File: src/rtl/twovec_pkg.sv
package twovec_pkg;
    typedef logic [2:0] vidx_t;
    typedef logic [2:0] legs_t;

    function automatic legs_t legs_of(input vidx_t idx);
        legs_t l;
        case (idx)
            3'd1:    l = 3'b100;
            3'd2:    l = 3'b110;
            3'd3:    l = 3'b010;
            3'd4:    l = 3'b011;
            3'd5:    l = 3'b001;
            3'd6:    l = 3'b101;
            default: l = 3'b100;
        endcase
        return l;
    endfunction

    function automatic logic is_active(input vidx_t idx);
        return (idx != 3'd0) && (idx != 3'd7);
    endfunction
endpackage

File: src/rtl/twovec_vec_decode.sv
module twovec_vec_decode
    import twovec_pkg::*;
(
    input  logic [2:0] idx_i,
    output logic [2:0] legs_o,
    output logic       legal_o
);
    always_comb begin
        legs_o  = legs_of(idx_i);
        legal_o = is_active(idx_i);
    end
endmodule

File: src/rtl/twovec_dur_clamp.sv
module twovec_dur_clamp #(
    parameter int TS = 200,
    parameter int TW = $clog2(TS) + 1,
    localparam int CW = $clog2(TS)
) (
    input  logic [TW-1:0] ticks_i,
    output logic [CW-1:0] t1_o
);
    always_comb begin
        if (ticks_i == '0)
            t1_o = CW'(1);
        else if (ticks_i >= TW'(TS))
            t1_o = CW'(TS - 1);
        else
            t1_o = ticks_i[CW-1:0];
    end
endmodule

File: src/rtl/twovec_seq.sv
module twovec_seq
    import twovec_pkg::*;
#(
    parameter int TS = 200,
    parameter int TW = $clog2(TS) + 1
) (
    input  logic          clk,
    input  logic          rst_n,
    input  logic          period_start,
    input  logic [2:0]    first_idx,
    input  logic [2:0]    second_idx,
    input  logic [TW-1:0] first_ticks,
    output logic [2:0]    gate_o,
    output logic          phase_o,
    output logic          idx_err_o
);
    localparam int CW = $clog2(TS);
    localparam int NSLOT = 2;

    typedef struct packed {
        vidx_t         cur_a;
        vidx_t         cur_b;
        logic [CW-1:0] cur_t1;
        vidx_t         pend_a;
        vidx_t         pend_b;
        logic [CW-1:0] pend_t1;
        logic [CW-1:0] cnt;
        logic          err;
    } seq_st_t;

    seq_st_t st_d, st_q;

    vidx_t         in_idx   [NSLOT];
    logic [2:0]    in_legs  [NSLOT];
    logic          in_legal [NSLOT];
    logic [CW-1:0] t1_clamped;
    vidx_t         sel_idx;
    logic          in_second;
    logic [2:0]    out_legs;
    logic          out_legal;

    assign in_idx[0] = first_idx;
    assign in_idx[1] = second_idx;

    for (genvar s = 0; s < NSLOT; s++) begin : g_slot
        twovec_vec_decode u_dec (
            .idx_i   (in_idx[s]),
            .legs_o  (in_legs[s]),
            .legal_o (in_legal[s])
        );
    end

    twovec_dur_clamp #(.TS(TS), .TW(TW)) u_clamp (
        .ticks_i (first_ticks),
        .t1_o    (t1_clamped)
    );

    assign in_second = (st_q.cnt >= st_q.cur_t1);
    assign sel_idx   = in_second ? st_q.cur_b : st_q.cur_a;

    twovec_vec_decode u_out_dec (
        .idx_i   (sel_idx),
        .legs_o  (out_legs),
        .legal_o (out_legal)
    );

    always_comb begin
        st_d = st_q;
        if (period_start) begin
            st_d.cnt     = '0;
            st_d.cur_a   = st_q.pend_a;
            st_d.cur_b   = st_q.pend_b;
            st_d.cur_t1  = st_q.pend_t1;
            st_d.pend_a  = in_legal[0] ? in_idx[0] : sel_idx;
            st_d.pend_b  = in_legal[1] ? in_idx[1] : sel_idx;
            st_d.pend_t1 = t1_clamped;
            st_d.err     = !(in_legal[0] && in_legal[1]);
        end else if (st_q.cnt != CW'(TS - 1)) begin
            st_d.cnt = st_q.cnt + CW'(1);
        end
    end

    always_ff @(posedge clk) begin
        if (!rst_n) begin
            st_q.cur_a   <= 3'd1;
            st_q.cur_b   <= 3'd1;
            st_q.cur_t1  <= CW'(1);
            st_q.pend_a  <= 3'd1;
            st_q.pend_b  <= 3'd1;
            st_q.pend_t1 <= CW'(1);
            st_q.cnt     <= '0;
            st_q.err     <= 1'b0;
        end else begin
            st_q <= st_d;
        end
    end

    assign gate_o    = out_legal ? out_legs : 3'b100;
    assign phase_o   = in_second;
    assign idx_err_o = st_q.err;
endmodule

File: config.mk
export PLATFORM = sky130hd
export DESIGN_NAME = twovec_seq
export DESIGN_NICKNAME = d
export VERILOG_FILES = /design/src/rtl/twovec_pkg.sv /design/src/rtl/twovec_vec_decode.sv /design/src/rtl/twovec_dur_clamp.sv /design/src/rtl/twovec_seq.sv
export SDC_FILE = /design/constraint.sdc
export NUM_CORES = 1
export LEC_CHECK = 0
export BUFFER_PORTS_ARGS = -buffer_cell sky130_fd_sc_hd__buf_2
export CAP_MARGIN = 20
export CORE_ASPECT_RATIO = 1.75
export CORE_UTILIZATION = 62
export DETAILED_ROUTE_END_ITERATION = 16
export PLACE_DENSITY = 0.81
export SLEW_MARGIN = 30
export SYNTH_ARGS = -nofsm -noshare
export SYNTH_HDL_FRONTEND = slang
export SYNTH_SLANG_ARGS = --single-unit
export TNS_END_PERCENT = 1
File: constraint.sdc
create_clock -name clk -period 5.9 [get_ports clk]
set_clock_uncertainty 0.2 [all_clocks]
set_input_delay 0.59 -clock clk [delete_from_list [all_inputs] [get_ports clk]]
set_output_delay 0.59 -clock clk [all_outputs]
set_load 0.1 [all_outputs]
After elaboration in Yosys (flattened, before gate mapping). Index checks and enable logic that the tools add are counted.

Reduce and logical (&&, ||, !) cells: 10. Bitwise gates (word level): 1. Muxes and demuxes: 7. Equal/unequal tests: 9. $lt $le $gt $ge: 2. $add $sub $neg: 1.

Operators with widths (number): $mux W8 (2); $pmux W3 S5 (1); $mux W3 (4); $eq A3 B3 Y1 const B (3); $ge A9 B8 Y1 const B (1); $logic_not A9 Y1 (1); $ne A3 B3 Y1 const B (3); $reduce_bool A3 Y1 (3); $add A8 B1 Y8 const B (1); $ge A8 B8 Y1 (1); $ne A8 B8 Y1 const B (1); $eq A3 B2 Y1 const B (2); $logic_and A1 B1 Y1 (4); $reduce_or A2 Y1 (1); $logic_not A1 Y1 (1); $not A1 Y1 (1).

Flip-flop bits (word level): 37. Word-level logic and storage cells: 38. Output and inout bits: 5.

Depth between registers and ports, before layout.
Word-level depth: 5. Gate-level depth with buffers: 7. Depth with buffers taken out: 7.

Hierarchy. From an unflattened synthesis, not the netlist that was laid out.

Cell total of the unflattened synthesis: 238. Area, all modules: 2168.3 um^2.

By module, submodules not included: twovec_seq (seq. area each 740.7 um^2, instances 1, cells an instance 202, area each 1904.3 um^2); twovec_vec_decode (seq. area each 0.0 um^2, instances 3, cells an instance 8, area each 53.8 um^2); twovec_dur_clamp (seq. area each 0.0 um^2, instances 1, cells an instance 12, area each 102.6 um^2).

Least setup slack after synthesis. Ideal clock, no wire load.

Path type: register to output. Start point: reg st_q[1] (netlist name). End point: out gate_o[0]. Data required time: 5.110 ns. Path buffers: 0. Cell stages (with the launch flop): 8. Path slack: 1.849 ns. Data arrival time: 3.261 ns. Cell sequence: dfxtp_1 > inv_1 > ha_1 > nand2b_4 > a2111o_1 > a21oi_4 > inv_4 > mux2i_1.

Word-level cells in the longest chain between the ends: 5.

RTL lines: start: declaration (line twovec_seq.sv:31) `seq_st_t st_d, st_q;`; start signal: assignment (line twovec_seq.sv:94) `st_q <= st_d;`; $ge A8 B8 Y1 (*) (line twovec_seq.sv:58) `assign in_second = (st_q.cnt >= st_q.cur_t1);`; via phase_o (line twovec_seq.sv:14) `output logic phase_o,`; $mux W3 (*) (line twovec_seq.sv:59) `assign sel_idx = in_second ? st_q.cur_b : st_q.cur_a;`; $eq A3 B3 Y1 (tied with other cells) (line twovec_pkg.sv:7) `case (idx)`; $pmux W3 S5 or $logic_and A1 B1 Y1 (tied branches) (line twovec_pkg.sv:7, twovec_pkg.sv:20); $mux W3 (*) (line twovec_seq.sv:98) `assign gate_o = out_legal ? out_legs : 3'b100;`; end: declaration (line twovec_seq.sv:13) `output logic [2:0] gate_o,`.

Mark *: on every way through the listed nets, which the timed path passes. The rest lies on a longest branch.

Final worst setup path.
Start point: reg st_q[1] (netlist name). End point: out gate_o[1].

Word-level cells in the longest chain between the ends: 5.

RTL lines (line): $ge A8 B8 Y1 (*) (twovec_seq.sv:58); $mux W3 (*) (twovec_seq.sv:59); $eq A3 B3 Y1 (tied with other cells) (twovec_pkg.sv:7); $pmux W3 S5 or $logic_and A1 B1 Y1 (tied branches) (twovec_pkg.sv:7, twovec_pkg.sv:20); $mux W3 (*) (twovec_seq.sv:98).

Mark *: on every way between the ends. The rest lies on a longest branch, timed or not.

==> results.py <==
metrics = {
    "cells_and_area": {
        "stdcell_area_sq_um": 2240,
        "final_net_count": 279,
        "drive_above_1_share_pct": 13.8,
        "areaGrowthSynthToFinish_pct": 12.2,
        "insertedDiodeCount": 0,
        "layout_common_cells": "dfxtp_1, nand2_1, buf_2, nor2b_1, mux2i_1",
        "final_common_cell": "dfxtp_1",
    },
    "clocking": {
        "clockRootBuffer": "clkbuf_8",
        "cts_resized": 0,
        "cts_tree": "done",
        "cts_num_sinks": 37,
        "numCtsBuffers": 5,
        "cts_buffer_depth": 2,
        "clk_pin_slew_ps": 70,
        "clk_latency_ps": 280,
        "post_cts_buffers": 0,
        "cts_hold_buf": 0,
        "htree_levels": 2,
    },
    "worst_hold_path": {
        "hp-class": "flip-flop to flip-flop",
        "hp-start": "st_q[20]",
        "min_path_cells": 2,
        "min_delay_worst_endpoint": "st_q[34]",
    },
    "pwr": {
        "swShare_pct": 27.0,
        "switching_power_w": 0.000158,
        "p_int_w": 0.000429,
        "seqPwrFrac_pct": 45.6,
        "combPwrFrac_pct": 15.8,
        "p_leak_nw": 0.909,
        "ir_worst_vdd_v": 0.000198,
        "cellPowerDensity_nw_per_um2": 262,
        "p_clk_share_pct": 38.5,
    },
    "floorplanning": {
        "core-area_sq_um": 2990,
        "initial_core_util_pct": 66.7,
        "io_pins": 23,
        "die_h_um": 77.1,
        "dieArea_sq_um": 3460,
        "core.rowCount": 26,
        "dieWidth_um": 44.9,
    },
    "synth": {
        "ys_seq_area_share_pct": 37.1,
        "syn_avg_cell_area_sq_um": 8.60,
        "synth_top_area_share_pct": 37.1,
        "syn_nets": 259,
        "netlist_area_sq_um": 2000,
        "ys_async_sr_fraction_pct": 0,
        "synth-seq-cells": 37,
        "ys_dominant_reg_cell": "dfxtp_1",
        "yosysWarnings": 0,
        "synth_top_cell_by_area": "dfxtp_1",
        "syn_inst": 232,
        "synth_edf_count": 0,
        "synth_area_leaders": "dfxtp_1, mux2i_1, nor2b_1, ha_1, nand2_1",
        "ys_types": 42,
    },
    "placed_design": {
        "dp.final_hpwl_mm": 3.17,
        "placedInstanceArea_sq_um": 2120,
        "pre_cts_slack_ps": 2790,
        "port_buffers": 22,
        "gp_congestion": 0.845,
    },
    "routing": {
        "first_pass_iters": 5,
        "viasPerCell": 5.81,
        "ant_nets": 0,
        "wl_per_cell_um": 14.4,
        "drc_errors": 0,
        "drt-initial-drc-count": 45,
        "wirelength_mm": 4.26,
        "route.vias.total": 1713,
    },
    "global_route": {
        "track_usage_pct": 27.5,
        "grt_max_degree": 45,
        "grt_pass1_vias": 1643,
        "antenna_found_initial": 0,
        "overflow": 0,
        "grt_pass1_wl_mm": 7.07,
    },
    "timing": {
        "timing.final.max_slew_violations": 0,
        "finalCritPeriodShare_pct": 58.0,
        "min_period_ps": 3420,
        "worst_pin_slew_ps": 851,
        "setup_violations": 0,
        "grt_setup_unrepaired": "no",
        "fin_ws_ps": 2480,
        "finalHoldViolations": 0,
        "maxSlewHeadroom_pct": 43.3,
        "setup_tns_ps": 0,
        "fmaxAchievable_mhz": 292,
    },
    "critical_path": {
        "cp.required_ps": 5110,
        "arrival_ps": 2630,
        "r2r_cells": 6,
        "regToRegStartpoint": "st_q[1]",
        "start_kind": "flip-flop",
        "critPathKind": "flip-flop to output port",
        "rrSetupSlack_ps": 3550,
        "critPathMaxFanout": 7,
        "r2r_end": "st_q[17]",
        "end_kind": "output port",
    },
    "outcome": {
        "status": "finished clean",
    },
    "job": {
        "cap_violations": 0,
    },
}
kinds of logic after synthesis:
logic type / count (synthesis) / share of synthesized area [%]
muxes: 17 / 8.78
AOI/OAI and AO/OA: 53 / 18.7
buffers and inverters: 25 / 4.95
and+or+nand+nor: 84 / 21.8
xor gates and xnor gates: 7 / 3.07
DFF: 37 / 37.1
adders and majority gates: 9 / 5.64
through the flow:
step                      power [W]  instances  hold slack, ps  util [%]
after floorplan            0.000343        232             225         -
after global placement     0.000364        287             258      70.9
after detailed placement   0.000366        287             273      70.9
after CTS                  0.000590        295             285      74.8
after global routing       0.000610        295             317      74.8
final                      0.000587        295             281      74.8
registers in the layout, summed over array words and instances, names as in the netlist:
register / cells
st_q: 36
idx_err_o: 1
layout make-up:
| type | instances | area (sq um) |
|---|---|---|
| Clock buffer | 7 | 86.3 |
| Clock inverter | 1 | 30.0 |
| Fill cell | 252 | 754 |
| Inverter | 16 | 62.6 |
| Multi-Input combinational cell | 170 | 1160 |
| Sequential cell | 37 | 741 |
| Tap cell | 42 | 52.6 |
| Timing Repair Buffer | 22 | 110 |
worst max path at each step:
stage	to	from	slack [ps]	cells past startpoint
after global placement	gate_o[1]	st_q[1]	2820	8
after detailed placement	gate_o[1]	st_q[1]	2790	8
after CTS	gate_o[1]	st_q[1]	2470	8
after global routing	gate_o[1]	st_q[1]	2380	8
after floorplan	gate_o[0]	st_q[1]	1850	7
final	gate_o[1]	st_q[1]	2480	8
power by group through the flow:
stage	clock (W)	combinational, W	sequential [W]
after floorplan	0	0.0000684	0.000275
after global placement	0	0.0000908	0.000273
after detailed placement	0	0.0000925	0.000273
after CTS	0.000229	0.0000928	0.000268
after global routing	0.000240	0.000100	0.000269
final	0.000226	0.0000928	0.000268
per-layer routing:
| layer | share of wire, % | global-route usage, % | up-vias |
|---|---|---|---|
| met5 | 0 | 0 | - |
| met1 | 40 | 28.8 | 790 |
| met4 | 4.6 | 15.5 | 0 |
| met3 | 3.1 | 4.47 | 18 |
| met2 | 52 | 48.5 | 51 |
| li1 | - | - | 854 |
critical path, cell delays in order, from the launching register on:
cell and delay, ps:
dfxtp_1 380, inv_1 70, ha_1 290, nand2b_4 130, a2111o_1 520, a21oi_4 280
inv_4 80, mux2_4 190, buf_2 410
synthesized netlist by cell type (5+ instances only):
| cell type | n |
|---|---|
| ha_1 | 9 |
| clkbuf_1 | 6 |
| nand2_1 | 22 |
| nor2_1 | 13 |
| o21ai_0 | 14 |
| mux2i_1 | 16 |
| nand2b_1 | 5 |
| inv_1 | 15 |
| a31oi_1 | 5 |
| nor2b_1 | 20 |
| dfxtp_1 | 37 |
| a21oi_1 | 8 |
| o211ai_1 | 5 |
| nand3_1 | 7 |
Note: power is estimated with default switching activity, not from simulation.
